==> src/rtl/lpm_pkg.sv <==
package lpm_pkg;
  typedef enum logic [2:0] {
    S_RESET  = 3'd0,
    S_RUN    = 3'd1,
    S_IDLE   = 3'd2,
    S_PDOWN  = 3'd3,
    S_RSTWIN = 3'd4,
    S_STAB   = 3'd5
  } lpm_state_e;

  localparam int MODE_W  = 2;
  localparam int BIT_IDL = 0;
  localparam int BIT_PD  = 1;
endpackage

==> src/rtl/lpm_sync.sv <==
module lpm_sync #(
  parameter int STAGES = 2
) (
  input  logic clk,
  input  logic rst_n,
  input  logic pin_n,
  output logic rst_s
);
  logic [STAGES-1:0] sh_q;
  logic [STAGES-1:0] sh_d;

  assign sh_d[0] = ~pin_n;

  genvar gi;
  generate
    for (gi = 1; gi < STAGES; gi++) begin : g_stage
      assign sh_d[gi] = sh_q[gi-1];
    end
  endgenerate

  always_ff @(posedge clk or negedge rst_n) begin
    if (!rst_n) sh_q <= '0;
    else        sh_q <= sh_d;
  end

  assign rst_s = sh_q[STAGES-1];
endmodule

==> src/rtl/lpm_mcycle.sv <==
module lpm_mcycle #(
  parameter int MC_LEN = 12
) (
  input  logic clk,
  input  logic rst_n,
  input  logic clr,
  input  logic adv,
  output logic mc_last
);
  localparam int W = (MC_LEN > 1) ? $clog2(MC_LEN) : 1;
  localparam logic [W-1:0] LAST = W'(MC_LEN - 1);

  logic [W-1:0] cnt_q;
  logic [W-1:0] cnt_d;

  always_comb begin
    cnt_d = cnt_q;
    if (clr) begin
      cnt_d = '0;
    end else if (adv) begin
      if (cnt_q == LAST) cnt_d = '0;
      else               cnt_d = cnt_q + W'(1);
    end
  end

  always_ff @(posedge clk or negedge rst_n) begin
    if (!rst_n) cnt_q <= '0;
    else        cnt_q <= cnt_d;
  end

  assign mc_last = (cnt_q == LAST);
endmodule

==> src/rtl/lpm_dtimer.sv <==
module lpm_dtimer #(
  parameter int W = 8
) (
  input  logic         clk,
  input  logic         rst_n,
  input  logic         load,
  input  logic [W-1:0] load_val,
  input  logic         dec,
  output logic         done
);
  logic [W-1:0] cnt_q;
  logic [W-1:0] cnt_d;

  always_comb begin
    cnt_d = cnt_q;
    if (load)                     cnt_d = load_val;
    else if (dec && cnt_q != '0)  cnt_d = cnt_q - W'(1);
  end

  always_ff @(posedge clk or negedge rst_n) begin
    if (!rst_n) cnt_q <= '0;
    else        cnt_q <= cnt_d;
  end

  assign done = (cnt_q == '0);
endmodule

==> src/rtl/lpm_fsm.sv <==
module lpm_fsm
  import lpm_pkg::*;
#(
  parameter int RST_LAG  = 24,
  parameter int STAB_CYC = 100,
  parameter int TW       = 8
) (
  input  logic              clk,
  input  logic              rst_n,
  input  logic              rst_s,
  input  logic              irq_any,
  input  logic              mc_last,
  input  logic              wr,
  input  logic [MODE_W-1:0] wdata,
  input  logic              tmr_done,
  output lpm_state_e        st_q,
  output logic [MODE_W-1:0] ctrl_q,
  output logic              tmr_load,
  output logic [TW-1:0]     tmr_val,
  output logic              tmr_dec,
  output logic              mc_clr,
  output logic              mc_adv
);
  lpm_state_e        st_d;
  logic [MODE_W-1:0] ctrl_d;

  always_comb begin
    st_d     = st_q;
    ctrl_d   = ctrl_q;
    tmr_load = 1'b0;
    tmr_val  = '0;
    unique case (st_q)
      S_RESET: begin
        ctrl_d = '0;
        if (!rst_s) st_d = S_RUN;
      end
      S_RUN: begin
        if (wr) ctrl_d = wdata;
        if (rst_s) begin
          st_d   = S_RESET;
          ctrl_d = '0;
        end else if (mc_last) begin
          if (ctrl_d[BIT_PD])       st_d = S_PDOWN;
          else if (ctrl_d[BIT_IDL]) st_d = S_IDLE;
        end
      end
      S_IDLE: begin
        if (rst_s) begin
          st_d     = S_RSTWIN;
          tmr_load = 1'b1;
          tmr_val  = TW'(RST_LAG - 1);
        end else if (irq_any) begin
          st_d   = S_RUN;
          ctrl_d = '0;
        end
      end
      S_PDOWN: begin
        if (rst_s) begin
          st_d     = S_STAB;
          ctrl_d   = '0;
          tmr_load = 1'b1;
          tmr_val  = TW'(STAB_CYC - 1);
        end
      end
      S_RSTWIN: begin
        if (tmr_done) begin
          st_d   = S_RESET;
          ctrl_d = '0;
        end
      end
      S_STAB: begin
        if (tmr_done) st_d = S_RESET;
      end
      default: begin
        st_d   = S_RESET;
        ctrl_d = '0;
      end
    endcase
  end

  always_ff @(posedge clk or negedge rst_n) begin
    if (!rst_n) begin
      st_q   <= S_RESET;
      ctrl_q <= '0;
    end else begin
      st_q   <= st_d;
      ctrl_q <= ctrl_d;
    end
  end

  assign tmr_dec = (st_q == S_RSTWIN) || (st_q == S_STAB);
  assign mc_clr  = (st_q == S_RESET) || (st_q == S_STAB) || (st_q == S_PDOWN);
  assign mc_adv  = !mc_clr;
endmodule

==> src/rtl/lowpwr_ctrl.sv <==
module lowpwr_ctrl
  import lpm_pkg::*;
#(
  parameter int MC_LEN      = 12,
  parameter int RST_LAG_MC  = 2,
  parameter int STAB_CYC    = 100,
  parameter int N_IRQ       = 5,
  parameter int SYNC_STAGES = 2
) (
  input  logic             clk_osc,
  input  logic             por_n,
  input  logic             hw_rst_n,
  input  logic             mode_wr,
  input  logic [1:0]       mode_wdata,
  input  logic [N_IRQ-1:0] irq_req,
  output logic             cpu_clk_en,
  output logic             per_clk_en,
  output logic             int_rst,
  output logic             ram_wr_inhibit,
  output logic [1:0]       mode_rd
);
  localparam int RST_LAG = RST_LAG_MC * MC_LEN;
  localparam int MAXC    = (RST_LAG > STAB_CYC) ? RST_LAG : STAB_CYC;
  localparam int TW      = $clog2(MAXC + 1);

  logic          rst_sync;
  logic          mc_last;
  logic          mc_clr;
  logic          mc_adv;
  logic          tmr_load;
  logic [TW-1:0] tmr_val;
  logic          tmr_dec;
  logic          tmr_done;
  lpm_state_e    st;

  lpm_sync #(.STAGES(SYNC_STAGES)) u_sync (
    .clk   (clk_osc),
    .rst_n (por_n),
    .pin_n (hw_rst_n),
    .rst_s (rst_sync)
  );

  lpm_mcycle #(.MC_LEN(MC_LEN)) u_mc (
    .clk     (clk_osc),
    .rst_n   (por_n),
    .clr     (mc_clr),
    .adv     (mc_adv),
    .mc_last (mc_last)
  );

  lpm_dtimer #(.W(TW)) u_tmr (
    .clk      (clk_osc),
    .rst_n    (por_n),
    .load     (tmr_load),
    .load_val (tmr_val),
    .dec      (tmr_dec),
    .done     (tmr_done)
  );

  lpm_fsm #(.RST_LAG(RST_LAG), .STAB_CYC(STAB_CYC), .TW(TW)) u_fsm (
    .clk      (clk_osc),
    .rst_n    (por_n),
    .rst_s    (rst_sync),
    .irq_any  (|irq_req),
    .mc_last  (mc_last),
    .wr       (mode_wr),
    .wdata    (mode_wdata),
    .tmr_done (tmr_done),
    .st_q     (st),
    .ctrl_q   (mode_rd),
    .tmr_load (tmr_load),
    .tmr_val  (tmr_val),
    .tmr_dec  (tmr_dec),
    .mc_clr   (mc_clr),
    .mc_adv   (mc_adv)
  );

  assign cpu_clk_en     = (st == S_RESET) || (st == S_RUN) || (st == S_RSTWIN);
  assign per_clk_en     = cpu_clk_en || (st == S_IDLE);
  assign int_rst        = (st == S_RESET) || (st == S_STAB);
  assign ram_wr_inhibit = int_rst || (st == S_RSTWIN);
endmodule

==> config.mk <==
export PLATFORM = sky130hd
export DESIGN_NAME = lowpwr_ctrl
export DESIGN_NICKNAME = d
export VERILOG_FILES = /design/src/rtl/lpm_pkg.sv /design/src/rtl/lpm_sync.sv /design/src/rtl/lpm_mcycle.sv /design/src/rtl/lpm_dtimer.sv /design/src/rtl/lpm_fsm.sv /design/src/rtl/lowpwr_ctrl.sv
export SDC_FILE = /design/constraint.sdc
export NUM_CORES = 1
export LEC_CHECK = 0
export CAP_MARGIN = 20
export CORE_MARGIN = 5
export CORE_UTILIZATION = 47
export DETAILED_ROUTE_END_ITERATION = 12
export PLACE_DENSITY = 0.74
export SETUP_SLACK_MARGIN = 0.3
export SKIP_CTS_REPAIR_TIMING = 1
export SLEW_MARGIN = 20
export SYNTH_ARGS = -nofsm -noshare
export SYNTH_HDL_FRONTEND = slang
export SYNTH_SLANG_ARGS = --single-unit
==> constraint.sdc <==
create_clock -name clk_osc -period 1.8 [get_ports clk_osc]
set_input_delay 0.36 -clock clk_osc [delete_from_list [all_inputs] [get_ports clk_osc]]
set_output_delay 0.36 -clock clk_osc [all_outputs]
set_load 0.1 [all_outputs]
# Word level (Yosys, flattened, before mapping)
# Cells that the tools add are included.
# W data, S select, Z words.
dict set report totals {
  register_bits 18
  inputBits 11
  out_inout_bits 6
  wordCells 68
}
dict set report classes {
  n_addsub 2
  eq_ne 15
  muxes 27
  bitwise 2
  n_reduce_logical 17
}
# cell count
set op_table {}
lappend op_table {{$mux W3} 9}
lappend op_table {{$mux W7} 3}
lappend op_table {{$pmux W3 S5} 1}
lappend op_table {{$mux W2} 7}
lappend op_table {{$pmux W7 S2} 1}
lappend op_table {{$pmux W2 S5} 1}
lappend op_table {{$mux W4} 2}
lappend op_table {{$ne A2 B2 Y1 const B} 4}
lappend op_table {{$logic_not A7 Y1} 1}
lappend op_table {{$logic_or A1 B1 Y1} 7}
lappend op_table {{$reduce_bool A7 Y1} 1}
lappend op_table {{$sub A7 B1 Y7 const B} 1}
lappend op_table {{$eq A3 B2 Y1 const B} 2}
lappend op_table {{$eq A3 B3 Y1 const B} 2}
lappend op_table {{$reduce_and A6 Y1} 1}
lappend op_table {{$mux W5} 1}
lappend op_table {{$reduce_and A5 Y1} 1}
lappend op_table {{$reduce_or A5 Y1} 1}
lappend op_table {{$add A4 B1 Y4 const B} 1}
lappend op_table {{$eq A4 B4 Y1 const B} 1}
lappend op_table {{$ne A2 B1 Y1 const B} 2}
lappend op_table {{$ne A4 B1 Y1 const B} 1}
lappend op_table {{$reduce_or A2 Y1} 2}
lappend op_table {{$eq A3 B1 Y1 const B} 1}
lappend op_table {{7 further kinds} 9}

# Longest topological paths before layout
# Gate-level depths: netlist of the first run.
dict set report logic_depth {
  depth_word 7
  depth_mapped 6
  ltp_nobuf 6
}

# By module
# A second synthesis of the first run with hierarchy kept.
dict set report hier_totals {
  hier_cells 141
  area_unflattened_um2 1206.2
}
# mod instances cells_per_inst area_each_um2 seq_area_each_um2
set modules_own_cells {}
lappend modules_own_cells {lpm_dtimer 1 52 461.7 175.2}
lappend modules_own_cells {lpm_fsm 1 54 422.9 125.1}
lappend modules_own_cells {lpm_mcycle 1 22 216.5 100.1}
lappend modules_own_cells {lpm_sync 1 3 53.8 50.0}
lappend modules_own_cells {lowpwr_ctrl 1 10 51.3 0.0}

# Least setup slack after synthesis of the first run
# Ideal clock, no wire load.
dict set report synth_timing {
  path_type {register to output}
  startpoint {reg u_fsm.st_q[2]}
  endpoint {out ram_wr_inhibit}
  t_arrival_ns 2.029
  t_required_ns 1.440
  slack_ns -0.589
  path_stages_with_launch 4
  path_buffers 1
  path_cell_list {dfrtp_1 -> buf_2 -> inv_1 -> a21oi_1}
}
dict set report synth_between {
  elab_chain_len 3
  word_cells_on_any_way 5
  classes_between {2 x eq/ne; 3 x reduce/logical}
}
# element line
set synth_lines {}
lappend synth_lines {{from (decl)} lpm_fsm.sv:16} ;# output lpm_state_e st_q,
lappend synth_lines {{from (signal assigned)} lpm_fsm.sv:86} ;# st_q <= st_d;
lappend synth_lines {{$eq A3 B3 Y1 or $logic_not A3 Y1 (tied branches)} lowpwr_ctrl.sv:80} ;# assign int_rst = (st == S_RESET) || (st == S_STAB);
lappend synth_lines {{$logic_or A1 B1 Y1} lowpwr_ctrl.sv:80}
lappend synth_lines {{$logic_or A1 B1 Y1 *} lowpwr_ctrl.sv:81} ;# assign ram_wr_inhibit = int_rst || (st == S_RSTWIN);
lappend synth_lines {{to (decl)} lowpwr_ctrl.sv:19} ;# output logic ram_wr_inhibit,
# Every way passes the cells marked *; elsewhere a longest branch is shown, timed or not.

# Worst setup path in the final report of the first run
dict set report layout_timing {
  startpoint {reg u_fsm.st_q[2]}
  endpoint {out int_rst}
}
dict set report layout_between {
  elab_chain_len 2
  word_cells_on_any_way 3
  classes_between {1 x eq/ne; 2 x reduce/logical}
}
# element line
set layout_lines {}
lappend layout_lines {{$eq A3 B3 Y1 or $logic_not A3 Y1 (tied branches)} lowpwr_ctrl.sv:80}
lappend layout_lines {{$logic_or A1 B1 Y1 *} lowpwr_ctrl.sv:80}
lappend layout_lines {{to (decl)} lowpwr_ctrl.sv:18} ;# output logic int_rst,
# Marks and branches as above.

==> results.json, run 1 <==
{
  "vdd_ir_drop_max_v": 0.000475,
  "root_buffer": "clkbuf_4",
  "endpoint_kind": "primary output",
  "ys_seq_area_frac": 0.427,
  "tightestPinTransition_ps": 337,
  "rsz0062_at_grt": "yes",
  "synth-seq-cells": 18,
  "stdcell_area_sq_um": 1590,
  "crit_required_ps": 1440,
  "detail_route.first_pass.iterations": 4,
  "antenna_found_initial": 0,
  "dieArea_sq_um": 3290,
  "avgSynthCellArea_sq_um": 9.33,
  "drc": 0,
  "cp_top_family": "flip-flops",
  "grt_overflow": 0,
  "path_clk_slew_ps": 110,
  "die_w_um": 57.4,
  "viasPerCell": 5.32,
  "critPathMaxStageDelay_ps": 460,
  "cts_tree": "done",
  "synth_area_sq_um": 1050,
  "cts_buffers": 3,
  "clock_sinks": 18,
  "start_kind": "flip-flop",
  "async_flop_share": 1.00,
  "drive_gt1_frac": 0.364,
  "relSlewSlack": 0.773,
  "final_cells": 179,
  "synth_warnings": 0,
  "synth_edf_count": 0,
  "cp_num_buf_inv": 2,
  "insertion_delay_ps": 300,
  "synth_area_leader_cell": "dfrtp_1",
  "hold_viol": 0,
  "fill_cells": 148,
  "area_growth_pct": 50.5,
  "gp_congestion": 0.804,
  "netlist_instances": 113,
  "synthTopCellsByArea": "dfrtp_1, nand2_1, ha_1, inv_1, a21oi_1",
  "critical_path_class": "flip-flop to primary output",
  "nets": 166,
  "die_h_um": 57.4,
  "final.setup.worst_slack_ps": 66.7,
  "synthesis.nets": 127,
  "drt_iter0_drc": 30,
  "grt_pass1_vias": 896,
  "total_power_uw": 821,
  "min_period_ps": 1730,
  "grt.total_usage": 0.153,
  "cp_slowest_cell": "dfrtp_2",
  "maxCapViolations": 0,
  "p_leak_nw": 0.731,
  "htreeDepth": 1,
  "grt_pass1_wl_um": 3930,
  "core-area_sq_um": 2170,
  "min_path_type": "flip-flop to flip-flop",
  "grt_max_degree": 19,
  "p_per_area_nw_per_um2": 517,
  "fin_worst_skew_ps": 3.37,
  "finalCritPeriodShare": 0.963,
  "placed_area_sq_um": 1400,
  "setup_violations": 0,
  "dp_hpwl_um": 1750,
  "synth_top_area_share": 0.427,
  "pre_cts_ws_ps": -139,
  "vias": 952,
  "place_inst": 162,
  "crit_fanout": 6,
  "setup-tns-final_ps": 0,
  "drt-wirelength-per-cell_um": 14.6,
  "diodes": 0,
  "synth_ff_type": "dfrtp_1",
  "cp_data_arrival_time_ps": 1370,
  "drv_slew": 0,
  "synth_cell_types": 41,
  "clockBufferDepth": 2,
  "ant_nets": 0,
  "start_util": 0.486,
  "rows": 17,
  "max_freq_mhz": 577,
  "crit_chain": "buf_6, xor2_2, nor2_4, buf_12",
  "pin_count": 17,
  "numPortBuffers": 16,
  "wl_um": 2620,
  "status": "finished clean"
}
sequential cells by signal, indices dropped and copies added, names as in the netlist:
| signal | cells |
|---|---|
| u_fsm.ctrl_q | 2 |
| u_fsm.st_q | 3 |
| u_mc.cnt_q | 4 |
| u_sync.sh_q | 2 |
| u_tmr.cnt_q | 7 |
synth_stat cells, drive strengths merged (3+ instances only):
master	instances
nor3	4
dfrtp	18
inv	10
nor3b	3
nor2	9
a21oi	8
buf	3
nor2b	3
ha	3
nand2	15
o21ai	6
logic make-up (layout without fill, tap and decap cells):
group                      after synthesis  after routing  share of synthesized area
adders and majority gates                3              3                     0.0356
xor gates and xnor gates                 4              4                     0.0332
and+or+nand+nor                         44             44                      0.230
DFF                                     18             18                      0.427
muxes                                    3              3                     0.0332
AOI/OAI and AO/OA                       28             28                      0.191
buffers and inverters                   13             51                     0.0498
placed cells by master, fill, tap and decap left out, types with 3 or more instances in the layout:
| cell | Yosys | final |
|---|---|---|
| nor2b_1 | 3 | 3 |
| nand2_1 | 15 | 14 |
| dfrtp_1 | 18 | 14 |
| clkdlybuf4s50_1 | 0 | 10 |
| dfrtp_2 | 0 | 3 |
| o21ai_1 | 2 | 5 |
| a21oi_1 | 7 | 5 |
| buf_4 | 0 | 18 |
| clkbuf_4 | 0 | 3 |
| nor2_1 | 9 | 8 |
| inv_1 | 10 | 8 |
| buf_12 | 0 | 7 |
per-stage QoR:
step                hold slack, ps   util
floorplan                     64.4      -
finish                         368  0.732
global route                   390  0.732
detailed placement             347  0.646
global placement               334  0.646
CTS                            374  0.663
final timing paths:
| path | depth (start not counted) | endpoint | startpoint | slack (ps) |
|---|---|---|---|---|
| setup / recovery | 4 | int_rst | u_fsm.st_q[2] | 70 |
| hold / removal | 0 | u_sync.sh_q[1] | u_sync.sh_q[0] | 370 |
| setup reg to reg | 5 | u_tmr.cnt_q[5] | u_tmr.cnt_q[1] | 70 |
| hold reg to reg | 0 | u_sync.sh_q[1] | u_sync.sh_q[0] | 370 |
| max in group asynchronous | 2 | u_fsm.ctrl_q[0] | por_n | 1210 |
| min in group asynchronous | 2 | u_mc.cnt_q[0] | por_n | 380 |
layout make-up:
type,count,area (sq um),area share
inverter,10,37.5,0.0236
sequential,18,458,0.288
tap,28,35.0,0.0221
timing repair buffer,37,398,0.251
multi-input combinational,82,623,0.392
clock buffer,4,36.3,0.0229
routing by layer:
metal	up-vias	global-route usage	share of wire
met2	26	0.263	0.48
met1	451	0.183	0.45
met5	-	0	0
li1	469	-	-
met4	0	0.0596	0.016
met3	6	0.0339	0.049
where the power goes:
part | switching [mW] | internal (mW)
Sequential | 0.0110 | 0.415
Combinational | 0.0729 | 0.0652
Clock | 0.133 | 0.124
Total | 0.217 | 0.604
Power figures use the tool's default switching activity.
==> run 2: changes to the inputs <==
--- a/config.mk
+++ b/config.mk
@@ -9,6 +9,7 @@
 export CORE_MARGIN = 5
 export CORE_UTILIZATION = 47
 export DETAILED_ROUTE_END_ITERATION = 12
+export MAX_ROUTING_LAYER = met4
 export PLACE_DENSITY = 0.74
 export SETUP_SLACK_MARGIN = 0.3
 export SKIP_CTS_REPAIR_TIMING = 1
==> results of run 2 <==
Final layout, timing and power as in run 1 (identical DEF).
Main changes from that run: final weighted congestion in routability-driven placement 0.804 -> 0.816; overall routing resource usage 0.153 -> 0.157
==> run 3: changes to the inputs <==
--- a/config.mk
+++ b/config.mk
@@ -5,12 +5,13 @@
 export SDC_FILE = /design/constraint.sdc
 export NUM_CORES = 1
 export LEC_CHECK = 0
+export ABC_AREA = 1
 export CAP_MARGIN = 20
 export CORE_MARGIN = 5
-export CORE_UTILIZATION = 47
+export CORE_UTILIZATION = 48
 export DETAILED_ROUTE_END_ITERATION = 12
 export MAX_ROUTING_LAYER = met4
-export PLACE_DENSITY = 0.74
+export PLACE_DENSITY = 0.75
 export SETUP_SLACK_MARGIN = 0.3
 export SKIP_CTS_REPAIR_TIMING = 1
 export SLEW_MARGIN = 20
==> run 3 against run 2 <==
  * Design area is 0.31% lower
  * Via count is 15% higher
  * Routed wire length is 2.3% higher
  * Count of clock-buffer cells in the layout stayed put
  * Sequential power is 68% higher
  * Flip-flop and latch count stayed put
==> results.json, run 3 <==
{
  "start_util": 0.512,
  "cp_num_buf_inv": 1,
  "crit_required_ps": 1440,
  "rsz0062_at_grt": "yes",
  "grt.total_usage": 0.172,
  "total_power_mw": 2.95,
  "finalCritPeriodShare": 0.941,
  "synth_ff_type": "dfrtp_1",
  "wl_um": 2680,
  "cp_slowest_cell": "dfrtp_2",
  "vias": 1093,
  "wl_met3_um": 88,
  "drc": 0,
  "drt_iter0_drc": 31,
  "synthTopCellsByArea": "dfrtp_1, nand2_1, inv_1, nor2_1, nand3_1",
  "synth_edf_count": 0,
  "numPortBuffers": 16,
  "dr_wl_met2_um": 1430,
  "synth_area_sq_um": 1140,
  "grt_overflow": 0,
  "synth_cell_types": 26,
  "p_per_area_nw_per_um2": 1870,
  "status": "finished clean",
  "synth_area_leader_cell": "dfrtp_1",
  "cts_buffers": 3,
  "pre_cts_ws_ps": 204,
  "netlist_instances": 154,
  "clockBufferDepth": 2,
  "drv_slew": 0,
  "r2r_cells": 11,
  "area_growth_pct": 38.4,
  "diodes": 0,
  "hold_viol": 0,
  "clock_sinks": 18,
  "htreeDepth": 1,
  "crit_chain": "nor2_4, nand2_2, nand2_2, buf_12",
  "fill_cells": 170,
  "rows": 17,
  "detail_route.first_pass.iterations": 4,
  "gp_congestion": 0.899,
  "root_buffer": "clkbuf_4",
  "path_common_cell": "nand2_2",
  "top_regs": "u_tmr.cnt_q (7), u_mc.cnt_q (4), u_fsm.st_q (3)",
  "max_freq_mhz": 591,
  "min_period_ps": 1690,
  "regMostFlops": "u_tmr.cnt_q",
  "utilization": 0.709,
  "async_flop_share": 1.00,
  "seq_area_sq_um": 457,
  "synth.most_common_cell": "nand2_1",
  "maxCapViolations": 0,
  "setup_violations": 0,
  "cp_data_arrival_time_ps": 1330,
  "dp_hpwl_um": 1950,
  "p_leak_nw": 0.772,
  "drt-wirelength-per-cell_um": 12.6,
  "avgSynthCellArea_sq_um": 7.43,
  "highest_layer": "met4",
  "vdd_ir_drop_max_v": 0.00127,
  "worst-path-stages": 4,
  "synth_warnings": 0,
  "path_clk_slew_ps": 110,
  "multi_input_area_sq_um": 642,
  "viasPerCell": 5.13,
  "crit_fanout": 5,
  "synth_top_cells_by_count": "nand2_1, inv_1, dfrtp_1, nor2_1, nand3_1",
  "ys_seq_area_frac": 0.394,
  "antenna_found_initial": 0,
  "drive_gt1_frac": 0.324,
  "dieArea_sq_um": 3460,
  "final_cells": 213,
  "tightestPinTransition_ps": 389,
  "grt_pass1_vias": 1035,
  "start_kind": "flip-flop",
  "synth_top_area_share": 0.394,
  "place_inst": 199,
  "synthesis.nets": 168,
  "grt_pass1_wl_um": 4440,
  "ant_nets": 0,
  "min_path_type": "input pin to asynchronous set/reset pin",
  "final.setup.worst_slack_ps": 107,
  "endpoint_kind": "primary output",
  "layout_common_cells": "nand2_1, inv_1, nor2_1",
  "grt_max_degree": 12,
  "cp_top_family": "flip-flops",
  "fin_worst_skew_ps": 3.91,
  "cts_tree": "done",
  "critPathMaxStageDelay_ps": 500,
  "relSlewSlack": 0.740,
  "die_w_um": 58.8,
  "largest_register_ffs": 7,
  "nets": 200,
  "insertion_delay_ps": 300,
  "critical_path_class": "flip-flop to primary output",
  "core-area_sq_um": 2230,
  "synth-seq-cells": 18,
  "met1Wirelength_um": 1120,
  "pin_count": 17,
  "die_h_um": 58.8,
  "final_common_cell": "nand2_1"
}
-- run 3: cell type report --
class                      count  share of cell area
clock buffer                   4              0.0229
multi-input combinational    109               0.406
timing repair buffer          27               0.194
inverter                      27              0.0672
sequential                    18               0.289
tap                           28              0.0221
-- run 3: worst reg2reg max path, cell delays in order, from the launching register on --
cell and delay (ps):
dfrtp_2 490, buf_6 150, inv_4 30, buf_4 130
nor2_4 120, nand2_1 110, nand2_1 110, inv_1 50
nand2_1 60, nor2_1 50, nand3_1 70, nand2_1 50
-- run 3: path summary, 6_finish.rpt --
check,startpoint,slack [ps],end
max in group asynchronous,por_n,960,u_fsm.st_q[0]
hold reg to reg,u_sync.sh_q[0],360,u_sync.sh_q[1]
setup / recovery,u_fsm.st_q[1],110,ram_wr_inhibit
setup reg to reg,u_fsm.st_q[1],280,u_fsm.st_q[0]
min in group clk_osc,u_sync.sh_q[0],360,u_sync.sh_q[1]
hold / removal,por_n,330,u_fsm.ctrl_q[0]
-- run 3: metal layers --
| metal | GRT usage | vias to the layer above |
|---|---|---|
| met4 | 0.0680 | 0 |
| met2 | 0.274 | 21 |
| met5 | - | - |
| met3 | 0.0329 | 4 |
| li1 | - | 540 |
| met1 | 0.214 | 528 |
-- run 3: where the power goes --
part / total, mW / internal [mW] / switching [mW]
Clock: 0.257 / 0.124 / 0.133
Combinational: 1.98 / 0.731 / 1.25
Sequential: 0.717 / 0.559 / 0.158
-- run 3: per-stage QoR --
stage	TNS, ps	hold slack [ps]	area [sq um]
after floorplan	0	64.4	1160
after global placement	0	333	1420
after detailed placement	0	339	1420
after CTS	-62.4	334	1460
after global routing	0	347	1580
final	0	332	1580
-- run 3: cells by family (layout without fill, tap and decap cells) --
kind of cell,Yosys count,after routing,synth area share
buf+inv,27,58,0.0886
xor+xnor,4,4,0.0306
simple gates,89,89,0.375
compound gates,13,13,0.0788
flops,18,18,0.394
fa+ha+maj,3,3,0.0328
